File: config.mk
export PLATFORM = sky130hd
export DESIGN_NAME = clkDivTree
export DESIGN_NICKNAME = d
export VERILOG_FILES = /design/src/rtl/clkDivPkg.sv /design/src/rtl/clkDivCounter.sv /design/src/rtl/clkDivCtrl.sv /design/src/rtl/clkDivPath.sv /design/src/rtl/clkDivTree.sv
export SDC_FILE = /design/constraint.sdc
export NUM_CORES = 1
export LEC_CHECK = 0
export ABC_AREA = 0
export BUFFER_PORTS_ARGS = -buffer_cell sky130_fd_sc_hd__buf_2
export CAP_MARGIN = 20
export CORE_UTILIZATION = 35
export CTS_BUF_LIST = sky130_fd_sc_hd__clkbuf_8
export CTS_CLUSTER_SIZE = 10
export DETAILED_ROUTE_END_ITERATION = 8
export PLACE_DENSITY = 0.5
export SLEW_MARGIN = 20
export SYNTH_ARGS = -nofsm -noshare
export SYNTH_HDL_FRONTEND = slang
export SYNTH_SLANG_ARGS = --single-unit
File: constraint.sdc
create_clock -name clk -period 2.65 [get_ports clk]
set_input_delay 0.53 -clock clk [delete_from_list [all_inputs] [get_ports clk]]
set_output_delay 0.53 -clock clk [all_outputs]
set_load 0.005 [all_outputs]
File: src/rtl/clkDivPkg.sv
package clkDivPkg;
  localparam int VAR_W   = 4;
  localparam int CPU_W   = 8;
  localparam int COL_N   = 4;
  localparam int COL_W   = 4;
  localparam int SEL_W   = 2;
  localparam int SLEEP_W = 4;
  localparam int ADDR_W  = 3;
  localparam int DATA_W  = 8;
  localparam int SRC_N   = 1 << SEL_W;

  localparam logic [ADDR_W-1:0] REG_V1    = 3'd0;
  localparam logic [ADDR_W-1:0] REG_V2    = 3'd1;
  localparam logic [ADDR_W-1:0] REG_CPU   = 3'd2;
  localparam logic [ADDR_W-1:0] REG_SLEEP = 3'd3;
  localparam int                COL_BASE  = 4;

  typedef struct packed {
    logic [VAR_W-1:0]                v1Div;
    logic [VAR_W-1:0]                v2Div;
    logic [CPU_W-1:0]                cpuDiv;
    logic [SLEEP_W-1:0]              sleepSel;
    logic [COL_N-1:0][SEL_W-1:0]     colSel;
    logic [COL_N-1:0][COL_W-1:0]     colDiv;
  } divCfg_t;

  typedef struct packed {
    logic       sleepPulse;
    logic [1:0] digTick;
  } ctrlStrobe_t;
endpackage

File: src/rtl/clkDivCounter.sv
module clkDivCounter #(
  parameter int W = 4
) (
  input  logic         clk,
  input  logic         rstN,
  input  logic         srcTick,
  input  logic [W-1:0] divVal,
  output logic         outTick
);
  logic [W-1:0] cnt;

  assign outTick = srcTick && (cnt == '0);

  // reload only at terminal count: a new divisor never cuts a period short
  always_ff @(posedge clk or negedge rstN) begin
    if (!rstN)        cnt <= '0;
    else if (srcTick) cnt <= (cnt == '0) ? divVal : cnt - 1'b1;
  end
endmodule

File: src/rtl/clkDivCtrl.sv
module clkDivCtrl
  import clkDivPkg::*;
#(
  parameter int SLOW_LOG2 = 15,
  parameter int FAST_LOG2 = 9
) (
  input  logic              clk,
  input  logic              rstN,
  input  logic              wrEn,
  input  logic [ADDR_W-1:0] wrAddr,
  input  logic [DATA_W-1:0] wrData,
  input  logic              slowTick,
  input  logic              digTick0,
  input  logic              digTick1,
  output divCfg_t           cfg,
  output ctrlStrobe_t       strobe
);
  localparam int BASE_EXP = SLOW_LOG2 - FAST_LOG2;
  localparam int SH_W     = $clog2(SLOW_LOG2 + 1);

  logic [SLOW_LOG2-1:0] pre;
  logic [SLEEP_W-1:0]   effSel;
  logic [SH_W-1:0]      shamt;
  logic [SLOW_LOG2-1:0] mask;

  always_ff @(posedge clk or negedge rstN) begin
    if (!rstN) begin
      cfg <= '0;
    end else if (wrEn) begin
      if (wrAddr == REG_V1)    cfg.v1Div    <= wrData[VAR_W-1:0];
      if (wrAddr == REG_V2)    cfg.v2Div    <= wrData[VAR_W-1:0];
      if (wrAddr == REG_CPU)   cfg.cpuDiv   <= wrData[CPU_W-1:0];
      if (wrAddr == REG_SLEEP) cfg.sleepSel <= wrData[SLEEP_W-1:0];
      for (int c = 0; c < COL_N; c++) begin
        if (wrAddr == ADDR_W'(COL_BASE + c)) begin
          cfg.colSel[c] <= wrData[SEL_W-1:0];
          cfg.colDiv[c] <= wrData[SEL_W +: COL_W];
        end
      end
    end
  end

  // free-running prescaler of the low-speed tick
  always_ff @(posedge clk or negedge rstN) begin
    if (!rstN)         pre <= '0;
    else if (slowTick) pre <= pre + 1'b1;
  end

  always_comb begin
    effSel = (cfg.sleepSel > SLEEP_W'(FAST_LOG2)) ? SLEEP_W'(FAST_LOG2) : cfg.sleepSel;
    shamt  = SH_W'(BASE_EXP) + SH_W'(effSel);
    mask   = ~({SLOW_LOG2{1'b1}} << shamt);
  end

  assign strobe.sleepPulse = slowTick && ((pre & mask) == mask);
  assign strobe.digTick    = {digTick1, digTick0};
endmodule

File: src/rtl/clkDivPath.sv
module clkDivPath
  import clkDivPkg::*;
(
  input  logic             clk,
  input  logic             rstN,
  input  divCfg_t          cfg,
  input  ctrlStrobe_t      strobe,
  output logic             var1Tick,
  output logic             var2Tick,
  output logic             cpuTick,
  output logic             sleepTick,
  output logic [COL_N-1:0] colTick
);
  logic [SRC_N-1:0] srcVec;

  clkDivCounter #(.W(VAR_W)) u_var1 (
    .clk(clk), .rstN(rstN), .srcTick(1'b1), .divVal(cfg.v1Div), .outTick(var1Tick)
  );

  // second stage counts first-stage pulses, so the factors multiply
  clkDivCounter #(.W(VAR_W)) u_var2 (
    .clk(clk), .rstN(rstN), .srcTick(var1Tick), .divVal(cfg.v2Div), .outTick(var2Tick)
  );

  clkDivCounter #(.W(CPU_W)) u_cpu (
    .clk(clk), .rstN(rstN), .srcTick(1'b1), .divVal(cfg.cpuDiv), .outTick(cpuTick)
  );

  assign srcVec    = {var2Tick, var1Tick, strobe.digTick[1], strobe.digTick[0]};
  assign sleepTick = strobe.sleepPulse;

  for (genvar gc = 0; gc < COL_N; gc++) begin : g_col
    logic colSrc;
    assign colSrc = srcVec[cfg.colSel[gc]];
    clkDivCounter #(.W(COL_W)) u_colDiv (
      .clk(clk), .rstN(rstN), .srcTick(colSrc), .divVal(cfg.colDiv[gc]), .outTick(colTick[gc])
    );
  end
endmodule

File: src/rtl/clkDivTree.sv
module clkDivTree
  import clkDivPkg::*;
#(
  parameter int SLOW_LOG2 = 15,
  parameter int FAST_LOG2 = 9
) (
  input  logic              clk,
  input  logic              rstN,
  input  logic              wrEn,
  input  logic [ADDR_W-1:0] wrAddr,
  input  logic [DATA_W-1:0] wrData,
  input  logic              slowTick,
  input  logic              digTick0,
  input  logic              digTick1,
  output logic              var1Tick,
  output logic              var2Tick,
  output logic              cpuTick,
  output logic              sleepTick,
  output logic [COL_N-1:0]  colTick
);
  divCfg_t     cfg;
  ctrlStrobe_t strobe;

  clkDivCtrl #(.SLOW_LOG2(SLOW_LOG2), .FAST_LOG2(FAST_LOG2)) u_ctrl (
    .clk(clk), .rstN(rstN), .wrEn(wrEn), .wrAddr(wrAddr), .wrData(wrData),
    .slowTick(slowTick), .digTick0(digTick0), .digTick1(digTick1),
    .cfg(cfg), .strobe(strobe)
  );

  clkDivPath u_path (
    .clk(clk), .rstN(rstN), .cfg(cfg), .strobe(strobe),
    .var1Tick(var1Tick), .var2Tick(var2Tick), .cpuTick(cpuTick),
    .sleepTick(sleepTick), .colTick(colTick)
  );
endmodule

Word-level counts from Yosys, hierarchy flattened. Index checks and enable logic that the tools add are counted. W data, S select, Z words.

Bits in registers: 91. Bits of input ports: 17. Output and inout port bits: 8.

Reductions and logical operators: 22. Equality and inequality tests: 8. Mux-type cells: 16. Shifts and indexed selects: 1. $add $sub $neg: 9. Order comparisons: 5. Bitwise operators: 2.

Operator list (count): $mux W4 (7); $logic_not A4 Y1 (6); $sub A4 B1 Y4 const B (6); $reduce_and A2 Y1 (8); $add A15 B1 Y15 const B (1); $and A15 B15 Y15 (1); $eq A15 B15 Y1 (1); $not A15 Y15 (1); $shl A15 B4 Y15 const A (1); $eq A3 B3 Y1 const B (4); $lt A2 B3 Y1 const B (4); $bmux W1 S2 (4); $logic_not A8 Y1 (1); $mux W8 (1); $sub A8 B1 Y8 const B (1); $eq A3 B2 Y1 const B (2); $logic_and A1 B1 Y1 (6); $add A3 B4 Y4 const A (1); $gt A4 B4 Y1 const B (1); $mux W1 (4); $eq A3 B1 Y1 const B (1); $logic_not A3 Y1 (1).

Logic depth before layout (Yosys ltp).
Depth after elaboration: 8. Mapped depth: 9. Gate-level depth less buffers: 9.

Hierarchy. Synthesis repeated with hierarchy kept, for this count alone.

Cells, all modules: 398. Area, all modules: 4777.1 um^2.

By module, submodules not included: clkDivCtrl (area each 2580.0 um^2, instances 1, cells an instance 186, seq. area each 1476.4 um^2); clkDivCounter at u_path.g_col[0].u_colDiv ... (area each 257.7 um^2, instances 6, cells an instance 25, seq. area each 100.1 um^2); clkDivCounter at u_path.u_cpu (area each 549.3 um^2, instances 1, cells an instance 56, seq. area each 200.2 um^2); clkDivPath (area each 101.3 um^2, instances 1, cells an instance 6, seq. area each 0.0 um^2).

Worst setup path before layout. No wires, ideal clock.

Path kind: flip-flop to output port. From: register u_path.u_var1.cnt[0]. To: output colTick[0]. Setup slack: 0.366 ns. Arrival time: 1.754 ns. Stages on the path, launching flop included: 9. Cells stage by stage: dfrtp_1 -> inv_1 -> ha_1 -> or3b_1 -> buf_6 -> buf_2 -> a21oi_2 -> and3_1 -> buf_4.

Cells in the longest elaborated chain, start to end: 5.

Ends and longest elaborated chain: start: declaration (line clkDivCounter.sv:10) `logic [W-1:0] cnt;`; start signal: assignment (line clkDivCounter.sv:17) `else if (srcTick) cnt <= (cnt == '0) ? divVal : cnt - 1'b1;`; $logic_not A4 Y1 * (line clkDivCounter.sv:12) `assign outTick = srcTick && (cnt == '0);`; $logic_and A1 B1 Y1 (line clkDivCounter.sv:12); $bmux W1 S2 * (line clkDivPath.sv:34) `assign colSrc = srcVec[cfg.colSel[gc]];`; $mux W1 (not written as such) * (line clkDivPath.sv:34); $logic_and A1 B1 Y1 * (line clkDivCounter.sv:12); end: declaration (line clkDivTree.sv:19) `output logic [COL_N-1:0] colTick`.

Every way passes the cells marked *; elsewhere a longest branch is shown, timed or not. The select of a mux whose other input is x is not followed.

Final worst setup path.
From: register u_ctrl.cfg[25] (netlist name). To: output sleepTick.

Cells in the longest elaborated chain, start to end: 8.

Ends and longest elaborated chain: $gt A4 B4 Y1 (line clkDivCtrl.sv:50) `effSel = (cfg.sleepSel > SLEEP_W'(FAST_LOG2)) ? SLEEP_W'(FAST_LOG2) : cfg.sleepSel;`; $mux W4 * (line clkDivCtrl.sv:50); $add A3 B4 Y4 * (line clkDivCtrl.sv:51) `shamt = SH_W'(BASE_EXP) + SH_W'(effSel);`; $shl A15 B4 Y15 * (line clkDivCtrl.sv:52) `mask = ~({SLOW_LOG2{1'b1}} << shamt);`; $not A15 Y15 * (line clkDivCtrl.sv:52); $and A15 B15 Y15 (line clkDivCtrl.sv:55) `assign strobe.sleepPulse = slowTick && ((pre & mask) == mask);`; $eq A15 B15 Y1 * (line clkDivCtrl.sv:55); $logic_and A1 B1 Y1 * (line clkDivCtrl.sv:55); end: declaration (line clkDivTree.sv:18) `output logic sleepTick,`.

Every way passes the cells marked *; elsewhere a longest branch is shown, timed or not.

==> out/results.md <==
| Item | Reported | Unit |
|---|---|---|
| Sinks on Clock Net | 91 | - |
| Minimum period implied by the final worst setup slack | 2660 | ps |
| Share of final-layout standard cells stronger than drive strength 1 | 29.9 | % |
| Number of placed I/O pins | 25 | - |
| Register-to-register setup slack | 530 | ps |
| Final wirelength | 9870 | um |
| GRT Total Usage | 15.8 | % |
| Count of yosys warnings during synthesis | 0 | - |
| Global-route wire length before repair | 16200 | um |
| Final weighted congestion in routability-driven placement | 0.777 | - |
| Worst reg2reg path endpoint | u_path.g_col[1].u_colDiv.cnt[0] | - |
| Clock insertion delay at the later pin of the skew report | 370 | ps |
| Finished Core Util | 42.4 | % |
| Number of buffers inserted for hold repair after clock tree synthesis | 0 | - |
| Final hold viol count | 0 | - |
| Clock Pin Slew Worst Setup and Hold Paths | 90 | ps |
| Reported max-cap violation count | 0 | - |
| Accumulated negative setup slack | -11.6 | ps |
| Unrepaired setup endpoints after global routing | yes | - |
| Antenna Cells | 0 | - |
| CP cell instances | nor2b_4, inv_1, ha_2, inv_2, ha_4, nor2_4, o221ai_2, nor3_2, and4_1, buf_2 | - |
| Global-route track usage on met2 | 26.5 | % |
| Number of DRC markers in iteration 0 | 148 | - |
| Nature of the critical path endpoint | output pin | - |
| Main flop type after synthesis | sky130_fd_sc_hd__dfrtp_1 | - |
| Final cycle utilization of the critical path | 100 | % |
| Count of standard-cell rows | 41 | - |
| Worst-path fanout max | 5 | - |
| Via count of the routed design | 3333 | - |
| Sequential fraction of the synthesis area | 50.0 | % |
| Post-route setup slack | -11.6 | ps |
| Number of cell instances on the worst register-to-register path | 7 | - |
| Net count after synthesis | 444 | - |
| Count of port buffers added during placement | 24 | - |
| Largest net degree at the start of global routing | 63 | - |
| Longest Clk Path Bufs | 2 | - |
| Leakage power | 2.32 | nW |
| Synth unique cells | 50 | - |
| Area of the die | 13500 | um2 |
| Final net count | 490 | - |
| Number of instances in the synthesized netlist | 414 | - |
| #FFs+latches synth | 91 | - |
| Fillcell total | 1242 | - |
| Remaining number of nets flagged by the antenna check after routing | 0 | - |
| Routing usage on met1 | 19.7 | % |
| Number of clock buffers inserted by TritonCTS | 9 | - |
| Worst min-delay path category | primary input to async pin | - |
| Number of global-route vias before repair | 3338 | - |
| Required time at the endpoint of the critical path | 2120 | ps |
| Antenna violations before repair | 0 | - |
| Worst flop-to-flop path startpoint | u_path.u_var1.cnt[0] | - |
| Cell with the largest stage delay on the worst path | sky130_fd_sc_hd__dfrtp_1 | - |
| Residual DRC count | 0 | - |
| Final number of max-transition violations | 0 | - |
| Max-Slew Margin vs Limit | 55.8 | % |
| Cell chosen for the clock root | sky130_fd_sc_hd__clkbuf_8 | - |
| Buffers plus inverters on the worst setup path | 3 | - |
| Share of async-settable or async-resettable flops after synthesis | 100 | % |
| Setup Skew | 14.4 | ps |
| Final hold slack | 83.3 | ps |
| Result of the run | finished with violations | - |
| Starting utilization of the core area | 36.0 | % |
| Launching element type of the critical path | flop | - |
| Half-perimeter wire length of the detailed placement result | 6470 | um |
| WP data arrival | 2130 | ps |
| Level count of the clock H-tree | 3 | - |
| Syn Std Cell Area | 4560 | um2 |
| Peak-usage layer in the global routing report | met2 | - |
| Finished Layout Cells | 637 | - |
| Crit-path leading delay family | simple AND/OR/NAND/NOR gates | - |
| Top achievable clock speed | 376 | MHz |
| Area added between synthesis and finish | 18.0 | % |
| Post-placement worst setup slack | 182 | ps |
| Power per cell area | 952 | nW/um2 |
| Vias per Instance | 5.23 | - |
| Final routed wire length divided by cell count | 15.5 | um |
| Area of the placeable core | 12700 | um2 |
| Die height | 116 | um |
| Total global routing overflow | 0 | - |
| EDFF count, synth | 0 | - |
| GRT met3 Usage | 4.41 | % |
| Post-Syn Area per Cell | 11.0 | um2 |
| Peak per-stage delay on the critical path | 400 | ps |
| Final setup fails | 1 | - |
| Violations in the final reports | setup timing | - |
| Detailed Routing Iterations Pass 1 | 4 | - |
| Largest voltage drop on the vdd net | 0.000498 | V |
| Transition time at the pin with the least slew margin | 658 | ps |
| TritonCTS clock tree | yes | - |
| Placed cell count | 606 | - |
| Die Span X | 116 | um |
| Startpoint-to-endpoint class of the critical path | flop to output pin | - |
## logic make-up (layout without fill, tap and decap cells)
group	after synthesis	in the layout	share of synthesized area, %
AND/OR/NAND/NOR	122	122	15.3
flip-flops	91	91	50.0
AO/OA/AOI/OAI	81	81	12.0
multiplexers	47	47	11.6
buffers and inverters	41	92	3.98
XOR/XNOR	19	19	3.65
adder cells (fa/ha/maj)	13	13	3.57
## flip-flops by register name, indices dropped and copies added (netlist names)
register and flops:
u_ctrl.cfg 44, u_ctrl.pre 15, u_path.g_col.u_colDiv.cnt 16, u_path.u_cpu.cnt 8, u_path.u_var1.cnt 4, u_path.u_var2.cnt 4
## final cells by class
| class | count | area (um2) | share of cell area, % |
|---|---|---|---|
| Tap cell | 172 | 215 | 4.00 |
| Clock buffer | 10 | 138 | 2.56 |
| Timing Repair Buffer | 46 | 319 | 5.93 |
| Sequential cell | 91 | 2280 | 42.4 |
| Clock inverter | 6 | 38.8 | 0.721 |
| Inverter | 30 | 115 | 2.14 |
| Multi-Input combinational cell | 282 | 2270 | 42.3 |
## power breakdown
part	switching [mW]	internal [mW]	total [mW]	leakage (nW)
Combinational	0.940	1.01	1.95	1.12
Clock	0.511	0.367	0.878	0.0943
Sequential	0.447	1.84	2.29	1.10
Total	1.90	3.22	5.12	2.32
## layout by cell type, fill, tap and decap left out, drive strengths merged, types with 6 or more instances in the layout
cell / count
a21oi: 19
a31oi: 6
a41oi: 6
and3: 6
buf: 45
clkbuf: 10
dfrtp: 91
ha: 13
inv: 33
mux2: 45
nand2: 23
nand3: 14
nand4: 7
nor2: 16
nor3: 17
nor3b: 7
o21ai: 16
xnor2: 14
## how the worst max path moves through the flow
stage / start / endpoint / slack [ps] / depth (start not counted)
2_1_floorplan: u_path.u_var1.cnt[0] / colTick[0] / 370 / 8
3_3_place_gp: u_path.u_var1.cnt[0] / colTick[1] / 250 / 6
3_5_place_dp: u_path.u_var1.cnt[0] / colTick[1] / 180 / 6
4_1_cts: u_path.u_var1.cnt[0] / colTick[1] / -20 / 6
5_1_grt: u_ctrl.cfg[25] / sleepTick / -180 / 10
6_report: u_ctrl.cfg[25] / sleepTick / -10 / 10
## worst reg2reg max path, cell delays in order (launching register included)
cell                      delay [ps]
sky130_fd_sc_hd__dfrtp_1         430
sky130_fd_sc_hd__inv_2            80
sky130_fd_sc_hd__ha_4            150
sky130_fd_sc_hd__or3b_4          480
sky130_fd_sc_hd__buf_8           180
sky130_fd_sc_hd__a21o_1          190
sky130_fd_sc_hd__or4_1           460
sky130_fd_sc_hd__nand3_1         100
## synth_stat cells (2+ instances only)
library cell	instances	area [um2]
sky130_fd_sc_hd__nand4b_1	3	26.3
sky130_fd_sc_hd__o31ai_1	5	37.5
sky130_fd_sc_hd__or4_1	4	30.0
sky130_fd_sc_hd__nor2_1	16	60.1
sky130_fd_sc_hd__and2_1	2	12.5
sky130_fd_sc_hd__o21ai_0	16	80.1
sky130_fd_sc_hd__a21o_1	4	30.0
sky130_fd_sc_hd__nand3_1	14	70.1
sky130_fd_sc_hd__nand2_1	23	86.3
sky130_fd_sc_hd__nand3b_1	3	22.5
sky130_fd_sc_hd__a31oi_1	6	37.5
sky130_fd_sc_hd__mux2i_1	2	20.0
sky130_fd_sc_hd__a21oi_1	17	85.1
sky130_fd_sc_hd__mux2_2	44	495
sky130_fd_sc_hd__and3_1	6	37.5
sky130_fd_sc_hd__a22o_1	4	35.0
sky130_fd_sc_hd__o41ai_1	3	26.3
sky130_fd_sc_hd__buf_4	5	37.5
sky130_fd_sc_hd__a41oi_1	6	52.6
sky130_fd_sc_hd__nor2b_1	5	31.3
sky130_fd_sc_hd__a211oi_1	4	30.0
sky130_fd_sc_hd__o221ai_1	2	17.5
sky130_fd_sc_hd__nand4_1	7	43.8
sky130_fd_sc_hd__nor3b_2	2	25.0
sky130_fd_sc_hd__inv_1	30	113
sky130_fd_sc_hd__clkbuf_1	4	15.0
sky130_fd_sc_hd__xor2_1	5	43.8
sky130_fd_sc_hd__o21a_1	3	22.5
sky130_fd_sc_hd__a21oi_2	2	17.5
sky130_fd_sc_hd__nor3_1	17	85.1
sky130_fd_sc_hd__and4_1	5	43.8
sky130_fd_sc_hd__dfrtp_1	91	2280
sky130_fd_sc_hd__ha_1	13	163
sky130_fd_sc_hd__nand2b_1	5	31.3
sky130_fd_sc_hd__xnor2_1	14	123
sky130_fd_sc_hd__nor3b_1	5	37.5
sky130_fd_sc_hd__a211o_1	4	35.0
## layer usage
metal	share of wire, %	wire length, um	vias to the layer above
met5	0	0	-
met4	1.5	146	0
met3	3.6	357	13
met2	48	4760	52
met1	47	4600	1671
li1	-	-	1597
## per-stage QoR
| step | power [mW] | cell area [um2] |
|---|---|---|
| finish | 5.12 | 5380 |
| floorplan | 3.49 | 4560 |
| global route | 5.57 | 5380 |
| CTS | 4.93 | 5160 |
| detailed placement | 3.93 | 4890 |
| global placement | 3.87 | 4890 |
## repair_timing
| action | CTS | global route |
|---|---|---|
| setup endpoints to repair | 6 | 6 |
| setup buffers | 4 | 11 |
| resized for setup | 15 | 23 |
| hold endpoints to repair | 0 | 0 |
| pin swaps | 8 | 10 |
| gates cloned | 0 | 1 |
No activity file was read; power rests on OpenSTA's default activity.
